### src/rtl/sram_ctrl_pkg.sv
package sram_ctrl_pkg;

    typedef enum logic [2:0] {
        ST_IDLE       = 3'd0,
        ST_RD_ACCESS  = 3'd1,
        ST_RD_TURN    = 3'd2,
        ST_WR_SETUP   = 3'd3,
        ST_WR_PULSE   = 3'd4,
        ST_WR_RECOVER = 3'd5
    } sram_state_e;

    // Cycles needed to cover t_ns, rounded up, never below one cycle.
    function automatic int unsigned ns_to_cyc(input int unsigned t_ns,
                                              input int unsigned clk_ns);
        int unsigned c;
        c = (t_ns + clk_ns - 1) / clk_ns;
        return (c == 0) ? 1 : c;
    endfunction

    function automatic int unsigned umax(input int unsigned a,
                                         input int unsigned b);
        return (a > b) ? a : b;
    endfunction

endpackage

### src/rtl/sram_phase_timer.sv
module sram_phase_timer #(
    parameter int unsigned CNT_W = 4
) (
    input  logic             clk,
    input  logic             rst_n,
    input  logic             load,
    input  logic [CNT_W-1:0] load_val,
    output logic             expired
);

    logic [CNT_W-1:0] cnt_q;

    always_ff @(posedge clk or negedge rst_n) begin
        if (!rst_n) begin
            cnt_q <= '0;
        end else if (load) begin
            cnt_q <= load_val;
        end else if (cnt_q != '0) begin
            cnt_q <= cnt_q - 1'b1;
        end
    end

    assign expired = (cnt_q == '0);

endmodule

### src/rtl/sram_cmd_latch.sv
module sram_cmd_latch #(
    parameter int unsigned AW = 19,
    parameter int unsigned DW = 16,
    parameter int unsigned BW = 2
) (
    input  logic          clk,
    input  logic          rst_n,
    input  logic          capture,
    input  logic [AW-1:0] addr_in,
    input  logic [DW-1:0] wdata_in,
    input  logic [BW-1:0] be_in,
    output logic [AW-1:0] addr_q,
    output logic [DW-1:0] wdata_q,
    output logic [BW-1:0] be_q
);

    always_ff @(posedge clk or negedge rst_n) begin
        if (!rst_n) begin
            addr_q  <= '0;
            wdata_q <= '0;
            be_q    <= '0;
        end else if (capture) begin
            addr_q  <= addr_in;
            wdata_q <= wdata_in;
            be_q    <= be_in;
        end
    end

endmodule

### src/rtl/sram_read_capture.sv
module sram_read_capture #(
    parameter int unsigned DW = 16,
    parameter int unsigned BW = 2
) (
    input  logic          clk,
    input  logic          rst_n,
    input  logic          capture,
    input  logic [BW-1:0] lane_en,
    input  logic [DW-1:0] mem_rdata,
    output logic          rvalid,
    output logic [DW-1:0] rdata
);

    localparam int unsigned LANE_W = DW / BW;

    logic [DW-1:0] masked;

    // Lanes the access did not enable float on the memory side; force zero.
    for (genvar g = 0; g < BW; g++) begin : g_lane
        assign masked[g*LANE_W +: LANE_W] =
            lane_en[g] ? mem_rdata[g*LANE_W +: LANE_W] : '0;
    end

    always_ff @(posedge clk or negedge rst_n) begin
        if (!rst_n) begin
            rvalid <= 1'b0;
            rdata  <= '0;
        end else begin
            rvalid <= capture;
            if (capture) begin
                rdata <= masked;
            end
        end
    end

endmodule

### src/rtl/sram_strobe_decode.sv
module sram_strobe_decode
    import sram_ctrl_pkg::*;
#(
    parameter int unsigned AW = 19,
    parameter int unsigned DW = 16,
    parameter int unsigned BW = 2
) (
    input  sram_state_e   state,
    input  logic [AW-1:0] cmd_addr,
    input  logic [DW-1:0] cmd_wdata,
    input  logic [BW-1:0] cmd_be,
    output logic          host_ready,
    output logic [AW-1:0] mem_addr,
    output logic          mem_cs_n,
    output logic          mem_cs,
    output logic          mem_we_n,
    output logic          mem_oe_n,
    output logic [BW-1:0] mem_be_n,
    output logic [DW-1:0] mem_wdata,
    output logic          mem_dq_oe
);

    assign mem_addr  = cmd_addr;
    assign mem_wdata = cmd_wdata;

    always_comb begin
        host_ready = 1'b0;
        mem_cs_n   = 1'b1;
        mem_cs     = 1'b0;
        mem_we_n   = 1'b1;
        mem_oe_n   = 1'b1;
        mem_be_n   = '1;
        mem_dq_oe  = 1'b0;
        unique case (state)
            ST_IDLE: begin
                host_ready = 1'b1;
            end
            ST_RD_ACCESS: begin
                mem_cs_n = 1'b0;
                mem_cs   = 1'b1;
                mem_oe_n = 1'b0;
                mem_be_n = ~cmd_be;
            end
            ST_RD_TURN: begin
                // everything released; memory outputs drain
            end
            ST_WR_SETUP: begin
                mem_cs_n = 1'b0;
                mem_cs   = 1'b1;
                mem_be_n = ~cmd_be;
            end
            ST_WR_PULSE: begin
                mem_cs_n  = 1'b0;
                mem_cs    = 1'b1;
                mem_we_n  = 1'b0;
                mem_be_n  = ~cmd_be;
                mem_dq_oe = 1'b1;
            end
            ST_WR_RECOVER: begin
                mem_cs_n  = 1'b0;
                mem_cs    = 1'b1;
                mem_be_n  = ~cmd_be;
                mem_dq_oe = 1'b1;
            end
            default: begin
                host_ready = 1'b0;
            end
        endcase
    end

endmodule

### src/rtl/sram_strobe_ctrl.sv
module sram_strobe_ctrl
    import sram_ctrl_pkg::*;
#(
    parameter int unsigned AW     = 19,
    parameter int unsigned DW     = 16,
    parameter int unsigned BW     = 2,
    parameter int unsigned CLK_NS = 10,
    parameter int unsigned T_RC   = 70,
    parameter int unsigned T_AA   = 70,
    parameter int unsigned T_ACS  = 70,
    parameter int unsigned T_OE   = 40,
    parameter int unsigned T_OHZ  = 20,
    parameter int unsigned T_CHZ  = 20,
    parameter int unsigned T_WHZ  = 25,
    parameter int unsigned T_WC   = 70,
    parameter int unsigned T_CW   = 60,
    parameter int unsigned T_AW   = 60,
    parameter int unsigned T_BW   = 60,
    parameter int unsigned T_WP   = 50,
    parameter int unsigned T_DW   = 30,
    parameter int unsigned T_AS   = 0,
    parameter int unsigned T_WR   = 0
) (
    input  logic          clk,
    input  logic          rst_n,
    input  logic          host_req,
    input  logic          host_we,
    input  logic [AW-1:0] host_addr,
    input  logic [DW-1:0] host_wdata,
    input  logic [BW-1:0] host_be,
    output logic          host_ready,
    output logic          host_rvalid,
    output logic [DW-1:0] host_rdata,
    output logic [AW-1:0] mem_addr,
    output logic          mem_cs_n,
    output logic          mem_cs,
    output logic          mem_we_n,
    output logic          mem_oe_n,
    output logic [BW-1:0] mem_be_n,
    output logic [DW-1:0] mem_wdata,
    output logic          mem_dq_oe,
    input  logic [DW-1:0] mem_rdata
);

    // ---- phase lengths in cycles ----
    localparam int unsigned RD_CYC   = umax(umax(ns_to_cyc(T_RC, CLK_NS), ns_to_cyc(T_AA, CLK_NS)),
                                            umax(ns_to_cyc(T_ACS, CLK_NS), ns_to_cyc(T_OE, CLK_NS)));
    localparam int unsigned TURN_CYC = umax(umax(ns_to_cyc(T_OHZ, CLK_NS), ns_to_cyc(T_CHZ, CLK_NS)),
                                            ns_to_cyc(T_WHZ, CLK_NS));
    localparam int unsigned SETUP_CYC = ns_to_cyc(T_AS, CLK_NS);
    localparam int unsigned PULSE_CYC = umax(umax(ns_to_cyc(T_WP, CLK_NS), ns_to_cyc(T_DW, CLK_NS)),
                                             umax(ns_to_cyc(T_CW, CLK_NS),
                                                  umax(ns_to_cyc(T_AW, CLK_NS), ns_to_cyc(T_BW, CLK_NS))));
    localparam int unsigned WC_CYC    = ns_to_cyc(T_WC, CLK_NS);
    localparam int unsigned REC_CYC   = umax(ns_to_cyc(T_WR, CLK_NS),
                                             (WC_CYC > SETUP_CYC + PULSE_CYC) ?
                                             (WC_CYC - SETUP_CYC - PULSE_CYC) : 1);
    localparam int unsigned MAX_DUR   = umax(umax(RD_CYC, TURN_CYC),
                                             umax(umax(SETUP_CYC, PULSE_CYC), REC_CYC));
    localparam int unsigned CNT_W     = $clog2(MAX_DUR + 1);

    localparam logic [CNT_W-1:0] RD_V    = CNT_W'(RD_CYC - 1);
    localparam logic [CNT_W-1:0] TURN_V  = CNT_W'(TURN_CYC - 1);
    localparam logic [CNT_W-1:0] SETUP_V = CNT_W'(SETUP_CYC - 1);
    localparam logic [CNT_W-1:0] PULSE_V = CNT_W'(PULSE_CYC - 1);
    localparam logic [CNT_W-1:0] REC_V   = CNT_W'(REC_CYC - 1);

    sram_state_e      state_q, state_d;
    logic             tmr_load, tmr_expired;
    logic [CNT_W-1:0] tmr_val;
    logic             cmd_take, rd_take;
    logic [AW-1:0]    cmd_addr;
    logic [DW-1:0]    cmd_wdata;
    logic [BW-1:0]    cmd_be;

    // ---- state register ----
    always_ff @(posedge clk or negedge rst_n) begin
        if (!rst_n) begin
            state_q <= ST_IDLE;
        end else begin
            state_q <= state_d;
        end
    end

    // ---- next state and phase loads ----
    always_comb begin
        state_d  = state_q;
        tmr_load = 1'b0;
        tmr_val  = '0;
        cmd_take = 1'b0;
        rd_take  = 1'b0;
        unique case (state_q)
            ST_IDLE: begin
                if (host_req) begin
                    cmd_take = 1'b1;
                    tmr_load = 1'b1;
                    if (host_we) begin
                        state_d = ST_WR_SETUP;
                        tmr_val = SETUP_V;
                    end else begin
                        state_d = ST_RD_ACCESS;
                        tmr_val = RD_V;
                    end
                end
            end
            ST_RD_ACCESS: begin
                if (tmr_expired) begin
                    rd_take  = 1'b1;
                    tmr_load = 1'b1;
                    tmr_val  = TURN_V;
                    state_d  = ST_RD_TURN;
                end
            end
            ST_RD_TURN: begin
                if (tmr_expired) begin
                    state_d = ST_IDLE;
                end
            end
            ST_WR_SETUP: begin
                if (tmr_expired) begin
                    tmr_load = 1'b1;
                    tmr_val  = PULSE_V;
                    state_d  = ST_WR_PULSE;
                end
            end
            ST_WR_PULSE: begin
                if (tmr_expired) begin
                    tmr_load = 1'b1;
                    tmr_val  = REC_V;
                    state_d  = ST_WR_RECOVER;
                end
            end
            ST_WR_RECOVER: begin
                if (tmr_expired) begin
                    state_d = ST_IDLE;
                end
            end
            default: begin
                state_d = ST_IDLE;
            end
        endcase
    end

    sram_phase_timer #(.CNT_W(CNT_W)) u_timer (
        .clk      (clk),
        .rst_n    (rst_n),
        .load     (tmr_load),
        .load_val (tmr_val),
        .expired  (tmr_expired)
    );

    sram_cmd_latch #(.AW(AW), .DW(DW), .BW(BW)) u_cmd (
        .clk      (clk),
        .rst_n    (rst_n),
        .capture  (cmd_take),
        .addr_in  (host_addr),
        .wdata_in (host_wdata),
        .be_in    (host_be),
        .addr_q   (cmd_addr),
        .wdata_q  (cmd_wdata),
        .be_q     (cmd_be)
    );

    sram_read_capture #(.DW(DW), .BW(BW)) u_rcap (
        .clk       (clk),
        .rst_n     (rst_n),
        .capture   (rd_take),
        .lane_en   (cmd_be),
        .mem_rdata (mem_rdata),
        .rvalid    (host_rvalid),
        .rdata     (host_rdata)
    );

    sram_strobe_decode #(.AW(AW), .DW(DW), .BW(BW)) u_dec (
        .state      (state_q),
        .cmd_addr   (cmd_addr),
        .cmd_wdata  (cmd_wdata),
        .cmd_be     (cmd_be),
        .host_ready (host_ready),
        .mem_addr   (mem_addr),
        .mem_cs_n   (mem_cs_n),
        .mem_cs     (mem_cs),
        .mem_we_n   (mem_we_n),
        .mem_oe_n   (mem_oe_n),
        .mem_be_n   (mem_be_n),
        .mem_wdata  (mem_wdata),
        .mem_dq_oe  (mem_dq_oe)
    );

    // ---- assertions ----
    // Cycles since output enable was last released, saturating at TURN_CYC.
    logic [CNT_W-1:0] gap_cnt;
    always_ff @(posedge clk or negedge rst_n) begin
        if (!rst_n) begin
            gap_cnt <= CNT_W'(TURN_CYC);
        end else if (!mem_oe_n) begin
            gap_cnt <= '0;
        end else if (gap_cnt < CNT_W'(TURN_CYC)) begin
            gap_cnt <= gap_cnt + 1'b1;
        end
    end

    a_r1_idle_pins: assert property (@(posedge clk) disable iff (!rst_n)
        host_ready |-> (mem_cs_n && !mem_cs && mem_we_n && mem_oe_n && !mem_dq_oe));

    a_r2_rvalid_after_access: assert property (@(posedge clk) disable iff (!rst_n)
        host_rvalid |-> $past(!mem_oe_n && !mem_cs_n));

    a_r4_no_contention: assert property (@(posedge clk) disable iff (!rst_n)
        mem_dq_oe |-> mem_oe_n);

    a_r4_turn_gap: assert property (@(posedge clk) disable iff (!rst_n)
        $rose(mem_dq_oe) |-> (gap_cnt >= CNT_W'(TURN_CYC)));

    a_r5_data_covers_pulse: assert property (@(posedge clk) disable iff (!rst_n)
        $rose(mem_we_n) |-> (mem_dq_oe && $past(mem_dq_oe)));

    a_r5_oe_off_in_write: assert property (@(posedge clk) disable iff (!rst_n)
        !mem_we_n |-> mem_oe_n);

    a_r6_we_inside_select: assert property (@(posedge clk) disable iff (!rst_n)
        !mem_we_n |-> (!mem_cs_n && mem_cs && $past(!mem_cs_n)));

    a_r8_accept_drops_ready: assert property (@(posedge clk) disable iff (!rst_n)
        (host_req && host_ready) |=> !host_ready);

    a_r9_rvalid_single: assert property (@(posedge clk) disable iff (!rst_n)
        host_rvalid |=> !host_rvalid);

    a_r10_addr_stable: assert property (@(posedge clk) disable iff (!rst_n)
        (!mem_cs_n && $past(!mem_cs_n)) |-> ($stable(mem_addr) && $stable(mem_be_n)));

endmodule

### config.mk
export PLATFORM = sky130hd
export DESIGN_NAME = sram_strobe_ctrl
export DESIGN_NICKNAME = d
export VERILOG_FILES = /design/src/rtl/sram_ctrl_pkg.sv /design/src/rtl/sram_phase_timer.sv /design/src/rtl/sram_cmd_latch.sv /design/src/rtl/sram_read_capture.sv /design/src/rtl/sram_strobe_decode.sv /design/src/rtl/sram_strobe_ctrl.sv
export SDC_FILE = /design/constraint.sdc
export NUM_CORES = 1
export LEC_CHECK = 0
export ABC_CLOCK_PERIOD_IN_PS = 4400
export CORE_MARGIN = 1
export CORE_UTILIZATION = 47
export CTS_CLUSTER_DIAMETER = 100
export DETAILED_ROUTE_END_ITERATION = 10
export PLACE_DENSITY = 0.94
export RECOVER_POWER = 100
export REMOVE_ABC_BUFFERS = 1
export SKIP_LAST_GASP = 1
export SLEW_MARGIN = 20
export SYNTH_ARGS = -nofsm -noshare
export SYNTH_HDL_FRONTEND = slang
export SYNTH_HIERARCHICAL = 1
export SYNTH_SLANG_ARGS = --single-unit
### constraint.sdc
create_clock -name clk -period 4.4 [get_ports clk]
set_input_delay 0.88 -clock clk [delete_from_list [all_inputs] [get_ports clk]]
set_output_delay 0.88 -clock clk [all_outputs]
set_load 0.02 [all_outputs]
==> results.txt <==
pwr dens: 740 nW/µm²
ANT cells: 0
Reg clk slew, reported paths: 0.06 ns
Layout Nets: 390
post-synth top area cell: dfrtp_1
Final Setup Violations: 0
RSZ-0062 raised after global routing: false
min cycle time layout: 3.02 ns
FFs w/ async S/R, synth: 1.00
fin. max-slew vios: 0
Clock Latency Late Sink: 0.32 ns
Avg Inst Size Synth: 12.1 µm²
drt pass-1 iters: 4
total die area: 6730 µm²
count leader, synth: dfrtp_1
CP endpoint kind: primary output
clk buf depth: 2
vias in the first global route: 2,006
Hold Path Class: reg -> reg
DP Wirelength: 4380 µm
final period utilization: 0.687
Slew HR: 0.219
Worst Hold Depth: 1
Register Area: 1500 µm²
top cells by area, synth: dfrtp_1 (50%), mux2_4 (15%), buf_4 (9.2%), o21ai_0 (3.3%), inv_1 (2.9%)
Least-Margin Pin Slew: 1.17 ns
CTS Hold Bufs: 0
remaining global-route overflow: 0
Die X: 82.1 µm
sequential area share after synthesis: 0.499
Ports: 117
GRT Total Usage: 0.185
critical path's largest stage delay: 0.68 ns
VDD IR-drop max: 0.429 mV
Synth top cells by count: dfrtp_1 (60), buf_4 (37), mux2_4 (30)
post-synthesis cell type count: 34
final setup margin: 1.38 ns
Post-DRT Antenna Nets: 0
routability cong.: 0.704
WP data arrival: 2.14 ns
DRC viols: 0
synth warn: 6
CP Class: reg -> out
largest net degree at the start of global routing: 61
final hold vios: 0
Req. time, crit path: 3.52 ns
starting DRC count in detailed routing: 58
Main synth FF type: dfrtp_1
first-pass GRT wire length: 9130 µm
Yosys top cell area share: 0.499
WL final: 5910 µm
Initial Utilization: 0.497
Cell Rows: 28
layout cell share with drive strength beyond 1: 0.0896
Port Buf Inserts: 116
initial antenna violation count: 0
CTS H-tree depth: 3
placed cell areas: 3890 µm²
status: complete, no violations
Cell Chain, Critical Path: nor2b_1 -> or2_1 -> dlygate4sd3_1
area occupied by multi-input gates: 912 µm²
Post-synth EDFFs: 0
crit-path max FO: 13
post-route cell area: 3980 µm²
CTS Root Cell: clkbuf_8
flops & latches, synth: 60
CTS tree: built
area delta synth->final: 32.2%
Max Cap Viol: 0
total leakage power: 1.75 nW
core area: 6060 µm²
drt via density: 4.84
PostCTS Resize Cnt: 0
synthesized cell area: 3010 µm²
Fill cells: 488
Critical Path Start Type: flop
clk_skew: 0.00843 ns
Overall Power: 2.95 mW
hold_ws: 0.481 ns
total number of vias: 1,983
Synth Instances: 249
post-DR wirelength/cell: 14.4 µm
max frequency: 331 MHz
CP max stage cell: dlygate4sd3_1
CTS buffer count: 9
chip height: 82.1 µm
R2R cell count: 8
setup slack after placement: 1.41 ns
clk sinks: 60
postcts setup bufs: 0
-- metal layers --
metal / up-vias / track usage / part of all wire
met2: 73 / 0.307 / 0.52
met1: 940 / 0.211 / 0.40
li1: 964 / - / -
met3: 6 / 0.0744 / 0.071
met5: - / 0 / 0
met4: 0 / 0.0754 / 0.0090
-- power breakdown --
group | switching (mW) | total (mW) | internal, mW
clock network | 0.197 | 0.528 | 0.331
logic | 0.725 | 1.39 | 0.667
registers | 0.194 | 1.03 | 0.832
total | 1.12 | 2.95 | 1.83
-- per-stage QoR --
step / cells / utilization / TNS (ns)
after floorplan: 201 / - / -36.93
after global placement: 395 / 0.643 / 0
after detailed placement: 395 / 0.643 / 0
after CTS: 410 / 0.678 / 0
after global routing: 410 / 0.657 / 0
final: 410 / 0.657 / 0
-- cell type report --
| cell class | instances | share of cell area |
|---|---|---|
| Clock buffer | 11 | 0.0355 |
| Clock inverter | 4 | 0.0185 |
| Inverter | 23 | 0.0217 |
| Multi-Input combinational cell | 118 | 0.229 |
| Sequential cell | 60 | 0.377 |
| Tap cell | 75 | 0.0236 |
| Timing Repair Buffer | 119 | 0.294 |
-- state kept, by name, indices dropped and copies added, names as in the netlist --
signal         cells
u_cmd/addr_q      19
state_q            3
u_rcap/rvalid      1
u_cmd/wdata_q     16
u_cmd/be_q         2
u_timer/cnt_q      3
u_rcap/rdata      16
-- cells in the final DEF (no fill, tap or decap), types with 3 or more instances in the layout --
cell type        count
nor2_1               4
nand2b_1             5
nor3_1               4
clkbuf_8            10
dlygate4sd3_1       60
mux2_1              28
nand3_1             17
nand2_1              3
nor2b_1              5
o21ai_0             20
clkdlybuf4s50_1     55
mux2_2               7
inv_1               23
dfrtp_1             60
-- worst max-delay path, delay by kind of cell, from the launching register on --
family                 cells  cell delay (ns)
buffers and inverters      1             0.68
DFF                        1             0.64
and+or+nand+nor            2             0.50
-- final timing paths --
path / start / to / slack, ns
worst min-delay path: u_cmd/addr_q[6]$_DFFE_PN0P_ / u_cmd/addr_q[6]$_DFFE_PN0P_ / 0.48
worst min register to register: u_cmd/addr_q[6]$_DFFE_PN0P_ / u_cmd/addr_q[6]$_DFFE_PN0P_ / 0.48
worst max register to register: u_timer/cnt_q[0]$_DFFE_PN0P_ / u_rcap/rdata[2]$_DFFE_PN0P_ / 1.89
min in group asynchronous: rst_n / u_rcap/rdata[12]$_DFFE_PN0P_ / 0.69
worst max-delay path: state_q[2]$_DFFE_PN0P_ / mem_cs / 1.38
max in group asynchronous: rst_n / u_cmd/wdata_q[6]$_DFFE_PN0P_ / 3.21
-- kinds of logic after synthesis --
logic type               share of synthesized area
flip-flops                                   0.499
buffers and inverters                        0.160
AO/OA/AOI/OAI                               0.0565
adder cells (fa/ha/maj)                    0.00831
multiplexers                                 0.176
AND/OR/NAND/NOR                              0.101
No activity file was read; power rests on OpenSTA's default activity.
